File: src/rtl/minute_sync_pkg.sv
package minute_sync_pkg;

    localparam int HOUR_W = 5;
    localparam int MIN_W  = 6;
    localparam int STEP_W = $clog2(24 * 60);

    typedef enum logic [2:0] {
        ST_INIT,
        ST_HUNT,
        ST_BURST,
        ST_ARMED,
        ST_ALIGN,
        ST_RUN,
        ST_CLEAR,
        ST_STEP
    } sync_state_e;

endpackage

File: src/rtl/sync_tick_ctr.sv
module sync_tick_ctr #(
    parameter int CNT_MAX = 1200,
    localparam int CNT_W  = $clog2(CNT_MAX + 1)
) (
    input  logic             clk,
    input  logic             rst_n,
    input  logic             clr,
    input  logic             en,
    output logic [CNT_W-1:0] cnt
);

    // Saturating up-counter; clear has priority over counting.
    always_ff @(posedge clk) begin
        if (!rst_n || clr) begin
            cnt <= '0;
        end else if (en && (cnt != CNT_W'(CNT_MAX))) begin
            cnt <= cnt + 1'b1;
        end
    end

endmodule

File: src/rtl/tone_rise_detect.sv
module tone_rise_detect (
    input  logic clk,
    input  logic rst_n,
    input  logic level,
    output logic rise
);

    logic level_q;

    always_ff @(posedge clk) begin
        if (!rst_n) begin
            level_q <= 1'b0;
        end else begin
            level_q <= level;
        end
    end

    assign rise = level && !level_q;

endmodule

File: src/rtl/hm_to_steps.sv
module hm_to_steps
    import minute_sync_pkg::*;
(
    input  logic [HOUR_W-1:0] hours,
    input  logic [MIN_W-1:0]  mins,
    output logic [STEP_W-1:0] steps,
    output logic              in_range
);

    // 60*h = 64*h - 4*h, avoids a general multiplier
    logic [STEP_W-1:0] h_ext;
    assign h_ext    = STEP_W'(hours);
    assign steps    = (h_ext << 6) - (h_ext << 2) + STEP_W'(mins);
    assign in_range = (hours < HOUR_W'(24)) && (mins < MIN_W'(60));

endmodule

File: src/rtl/step_down_ctr.sv
module step_down_ctr
    import minute_sync_pkg::*;
(
    input  logic              clk,
    input  logic              rst_n,
    input  logic              load,
    input  logic [STEP_W-1:0] load_val,
    input  logic              dec,
    output logic [STEP_W-1:0] remain
);

    always_ff @(posedge clk) begin
        if (!rst_n) begin
            remain <= '0;
        end else if (load) begin
            remain <= load_val;
        end else if (dec && (remain != '0)) begin
            remain <= remain - 1'b1;
        end
    end

endmodule

File: src/rtl/minute_sync_ctrl.sv
module minute_sync_ctrl
    import minute_sync_pkg::*;
#(
    parameter int MIN_BURST_TICKS = 25,
    parameter int TIMEOUT_TICKS   = 1200
) (
    input  logic              clk,
    input  logic              rst_n,
    input  logic              tick,
    input  logic              tone_khz,
    input  logic              tone_hz,
    input  logic              resync_req,
    input  logic              load_valid,
    input  logic [HOUR_W-1:0] load_hours,
    input  logic [MIN_W-1:0]  load_mins,
    output logic              sec_clear,
    output logic              sec_set,
    output logic              hm_reset,
    output logic              dec_en,
    output logic              min_step,
    output logic              busy
);

    localparam int CNT_MAX = (TIMEOUT_TICKS > MIN_BURST_TICKS + 1) ?
                             TIMEOUT_TICKS : MIN_BURST_TICKS + 1;
    localparam int CNT_W   = $clog2(CNT_MAX + 1);

    sync_state_e       state, nxt;
    logic [CNT_W-1:0]  tcnt;
    logic              tcnt_clr, tcnt_en;
    logic              hz_rise;
    logic [STEP_W-1:0] ld_steps, remain;
    logic              ld_ok, ld_take;

    sync_tick_ctr #(.CNT_MAX(CNT_MAX)) u_tcnt (
        .clk   (clk),
        .rst_n (rst_n),
        .clr   (tcnt_clr),
        .en    (tcnt_en),
        .cnt   (tcnt)
    );

    tone_rise_detect u_hz_edge (
        .clk   (clk),
        .rst_n (rst_n),
        .level (tone_hz),
        .rise  (hz_rise)
    );

    hm_to_steps u_conv (
        .hours    (load_hours),
        .mins     (load_mins),
        .steps    (ld_steps),
        .in_range (ld_ok)
    );

    step_down_ctr u_steps (
        .clk      (clk),
        .rst_n    (rst_n),
        .load     (ld_take),
        .load_val (ld_steps),
        .dec      (state == ST_STEP),
        .remain   (remain)
    );

    assign ld_take  = (state == ST_RUN) && load_valid && !resync_req && ld_ok;
    assign tcnt_clr = (nxt != state);
    assign tcnt_en  = tick && (((state == ST_BURST) && tone_khz) ||
                               (state == ST_ARMED));

    // State register
    always_ff @(posedge clk) begin
        if (!rst_n) begin
            state <= ST_INIT;
        end else begin
            state <= nxt;
        end
    end

    // Next-state logic
    always_comb begin
        nxt = state;
        unique case (state)
            ST_INIT:  nxt = ST_HUNT;
            ST_HUNT:  if (tone_khz) nxt = ST_BURST;
            ST_BURST: begin
                if (tone_hz) begin
                    nxt = ST_HUNT;
                end else if (!tone_khz) begin
                    nxt = (tcnt > CNT_W'(MIN_BURST_TICKS)) ? ST_ARMED : ST_HUNT;
                end
            end
            ST_ARMED: begin
                if (hz_rise) begin
                    nxt = ST_ALIGN;
                end else if (tcnt >= CNT_W'(TIMEOUT_TICKS)) begin
                    nxt = ST_HUNT;
                end
            end
            ST_ALIGN: nxt = ST_RUN;
            ST_RUN: begin
                if (resync_req) begin
                    nxt = ST_HUNT;
                end else if (load_valid) begin
                    nxt = ld_ok ? ST_CLEAR : ST_HUNT;
                end
            end
            ST_CLEAR: nxt = (remain == '0) ? ST_HUNT : ST_STEP;
            ST_STEP:  if (remain == STEP_W'(1)) nxt = ST_HUNT;
            default:  nxt = ST_HUNT;
        endcase
    end

    // Output decode
    always_comb begin
        sec_clear = 1'b0;
        sec_set   = 1'b0;
        hm_reset  = 1'b0;
        dec_en    = 1'b0;
        min_step  = 1'b0;
        busy      = 1'b0;
        unique case (state)
            ST_INIT: begin
                sec_clear = 1'b1;
                hm_reset  = 1'b1;
            end
            ST_ALIGN: sec_set = 1'b1;
            ST_RUN:   dec_en  = 1'b1;
            ST_CLEAR: begin
                hm_reset = 1'b1;
                busy     = 1'b1;
            end
            ST_STEP: begin
                min_step = 1'b1;
                busy     = 1'b1;
            end
            default: ;
        endcase
    end

endmodule

File: config.mk
export PLATFORM = sky130hd
export DESIGN_NAME = minute_sync_ctrl
export DESIGN_NICKNAME = d
export VERILOG_FILES = /design/src/rtl/minute_sync_pkg.sv /design/src/rtl/sync_tick_ctr.sv /design/src/rtl/tone_rise_detect.sv /design/src/rtl/hm_to_steps.sv /design/src/rtl/step_down_ctr.sv /design/src/rtl/minute_sync_ctrl.sv
export SDC_FILE = /design/constraint.sdc
export NUM_CORES = 1
export LEC_CHECK = 0
export BUFFER_PORTS_ARGS = -buffer_cell sky130_fd_sc_hd__buf_2
export CORE_AREA = 2 2 60 84
export CTS_CLUSTER_SIZE = 8
export DETAILED_ROUTE_END_ITERATION = 10
export DIE_AREA = 0 0 62 86
export PLACE_DENSITY = 0.65
export SYNTH_ARGS = -nofsm -noshare
export SYNTH_HDL_FRONTEND = slang
export SYNTH_SLANG_ARGS = --single-unit
File: constraint.sdc
create_clock -name clk -period 6.8 [get_ports clk]
set_clock_uncertainty 0.2 [all_clocks]
set_input_delay 1.36 -clock clk [delete_from_list [all_inputs] [get_ports clk]]
set_output_delay 1.36 -clock clk [all_outputs]
set_load 0.005 [all_outputs]
==> flow_metrics.env <==
export IMPL_status="finished clean"
export IMPL_worstSetupStartpointType="input pin"
export IMPL_clock_path_buffers=2
export IMPL_fin_crit_sh_pct=47.59
export IMPL_vdd_drop_max_uv=95.79
export IMPL_path_cells="buf_2, or4_1, nor2_1, a2111oi_0, nor4b_2, nor3_1"
export IMPL_start_util_pct=43.59
export IMPL_end_kind="register"
export IMPL_cts_root_buf="clkbuf_8"
export IMPL_final_core_utilization_pct=48.03
export IMPL_fmax_ghz=0.3090
export IMPL_cp_max_fo=11
export IMPL_ant_nets=0
export IMPL_netlist_top_cells_count="dfxtp_1 (26), nor3_1 (21), o21ai_0 (14)"
export IMPL_max_slew_margin_pct=33.66
export IMPL_drt_pass1_iter_count=4
export IMPL_antenna_found_initial=0
export IMPL_synthMuxAreaShare_pct=1.519
export IMPL_setup_tns_ns=0
export IMPL_pre_cts_ws_ns=3.263
export IMPL_fp_row_count=29
export IMPL_vias_per_cell=5.703
export IMPL_drtIter0Drc=126
export IMPL_cp_arrival_ns=3.15
export IMPL_cts_tree="yes"
export IMPL_syn_num_nets=277
export IMPL_p_leak_nw=0.8326
export IMPL_yosysWarnings=0
export IMPL_async_flop_share_pct=0
export IMPL_cap_violations=0
export IMPL_hold_violations=0
export IMPL_numCtsBuffers=3
export IMPL_pwr_share_comb_pct=13.6
export IMPL_fp_dieW_um=62
export IMPL_drc_errors=0
export IMPL_power_frac_seq_pct=47.8
export IMPL_cts_setup_buffers=0
export IMPL_synth_compound_area_share_pct=17.59
export IMPL_critical_path_top_delay_family="simple AND/OR/NAND/NOR gates"
export IMPL_cts_resized=0
export IMPL_dp_cells=319
export IMPL_overflow=0
export IMPL_yosysTopAreaCell="dfxtp_1"
export IMPL_dieArea_sq_um=5332
export IMPL_worstPathBufferInverterCount=1
export IMPL_synth_top_area_share_pct=26.33
export IMPL_drive_above_1_share_pct=15.33
export IMPL_report_final_slew_viol_count=0
export IMPL_gp_congestion=0.8488
export IMPL_syn_to_final_growth_pct=10.19
export IMPL_synth_top_cells_by_area="dfxtp_1 (26%), ha_1 (7.0%), nor3_1 (5.3%), xnor2_1 (4.0%), o21ai_0 (3.5%)"
export IMPL_vias=1842
export IMPL_n_fill_cell=482
export IMPL_rsz0062_at_grt="false"
export IMPL_synth_xor_area_share_pct=7.532
export IMPL_synth_cell_types=54
export IMPL_cp_slowest_cell="nor4b_2"
export IMPL_cpPeakStageDelay_ns=0.86
export IMPL_finalWorstSetupSlack_ns=3.564
export IMPL_clk_latency_ns=0.27
export IMPL_synth_cells=248
export IMPL_internal_power_mw=0.2524
export IMPL_p_clk_share_pct=38.6
export IMPL_synthFlopType="dfxtp_1"
export IMPL_seq_area_frac_synth_pct=26.33
export IMPL_crit_type="in2reg"
export IMPL_setup_viol=0
export IMPL_avgRoutedWirePerCell_um=14.20
export IMPL_tightest_slew_ns=0.9925
export IMPL_synthSimpleGateAreaFrac_pct=34.43
export IMPL_hold_buffers=0
export IMPL_dp_hpwl_um=3582
export IMPL_ys_ff_latch=26
export IMPL_avgSynthCellArea_sq_um=7.971
export IMPL_io_buffers=23
export IMPL_grt_pass1_vias=1777
export IMPL_cp_data_required_time_ns=6.71
export IMPL_drt_total_wl_um=4588
export IMPL_clk_pin_slew_ns=0.09
export IMPL_netlist_area_sq_um=1977
export IMPL_ctsHtreeMaxLevel=1
export IMPL_cts_sinks=26
export IMPL_io_pins=24
export IMPL_synthAdderAreaFrac_pct=6.962
export IMPL_track_usage_pct=18.83
export IMPL_p_sw_share_pct=23.96
export IMPL_fp_dieH_um=86
export IMPL_final_nets=291
export IMPL_p_sw_mw=0.07953
export IMPL_antenna_cells=0
export IMPL_synth_top_family_by_area="simple AND/OR/NAND/NOR gates"
export IMPL_layout_cells_non_filler=323
export IMPL_min_path_type="reg2reg"
export IMPL_grt_first_pass_wirelength_um=7797
export IMPL_core_area_sq_um=4536
export IMPL_grt_start_max_net_pins=18
export IMPL_synth_edff_count=0
export IMPL_p_per_area_nw_per_um2=152.4
export IMPL_synth_most_common_cell="dfxtp_1"
export IMPL_fin_crit_ns=3.236
## placed cells by master (no fill, tap or decap), types with 11 or more instances in the layout
cell type  Yosys  routed
nand2_1       12      12
buf_2          2      23
ha_1          11      11
inv_1         13      13
nor2_1        13      13
dfxtp_1       26      26
nor3_1        21      21
o21ai_0       14      14
## kinds of logic after synthesis
| kind of cell | Yosys count |
|---|---|
| buf+inv | 27 |
| fa+ha+maj | 11 |
| flops | 26 |
| simple gates | 114 |
| mux | 3 |
| compound gates | 50 |
| xor+xnor | 17 |
## worst paths after layout
path | start | end | slack, ns | cells after the start
max | tone_khz | u_tcnt.cnt[9] | 3.56 | 6
min | u_steps.remain[8] | u_steps.remain[8] | 0.31 | 2
max reg2reg | u_steps.remain[4] | u_tcnt.cnt[9] | 4.01 | 5
min reg2reg | u_steps.remain[8] | u_steps.remain[8] | 0.31 | 2
## sequential cells by signal, indices dropped and copies added, names as in the netlist
name               cells
u_tcnt.cnt            11
u_hz_edge.level_q      1
state                  3
u_steps.remain        11
## layer usage
| layer | track usage (%) | wire (um) | part of all wire [%] | vias up |
|---|---|---|---|---|
| li1 | - | - | - | 936 |
| met1 | 22.35 | 1911 | 42 | 875 |
| met2 | 33.14 | 2490 | 54 | 25 |
| met3 | 2.262 | 120 | 2.6 | 6 |
| met4 | 6.770 | 66 | 1.4 | 0 |
| met5 | 0 | 0 | 0 | - |
## power groups by stage
stage	combinational [mW]	clock (mW)	sequential (mW)
finish	0.0451	0.128	0.159
global route	0.0519	0.139	0.159
CTS	0.0458	0.132	0.158
detailed placement	0.0455	0	0.162
global placement	0.0451	0	0.162
floorplan	0.0339	0	0.158
## area by class of cell
class                   count  area [sq um]  area share, %
multi-input cells         195          1345          61.75
flip-flops and latches     26         520.5          23.89
repair buffers             23         115.1          5.284
well taps                  62         77.57          3.561
inverters                  13         48.80          2.240
clock buffers               3         41.29          1.895
clock inverters             1         30.03          1.379
## worst reg2reg max path, cell delays in order, from the launching register on
cell and delay [ns]:
dfxtp_1 0.36, or4_4 0.58, nor4_2 0.31, nor2b_1 0.14, nor4b_2 0.89, nor3_1 0.16
## metrics by stage
stage | total power [mW] | area (sq um) | hold WS, ns
2_1_floorplan | 0.1920 | 1977 | 0.2644
4_1_cts | 0.3362 | 2178 | 0.3146
3_3_place_gp | 0.2070 | 2107 | 0.2850
3_5_place_dp | 0.2075 | 2107 | 0.3021
6_report | 0.3319 | 2178 | 0.3143
5_1_grt | 0.3502 | 2178 | 0.3385
Note: power is estimated with default switching activity, not from simulation.
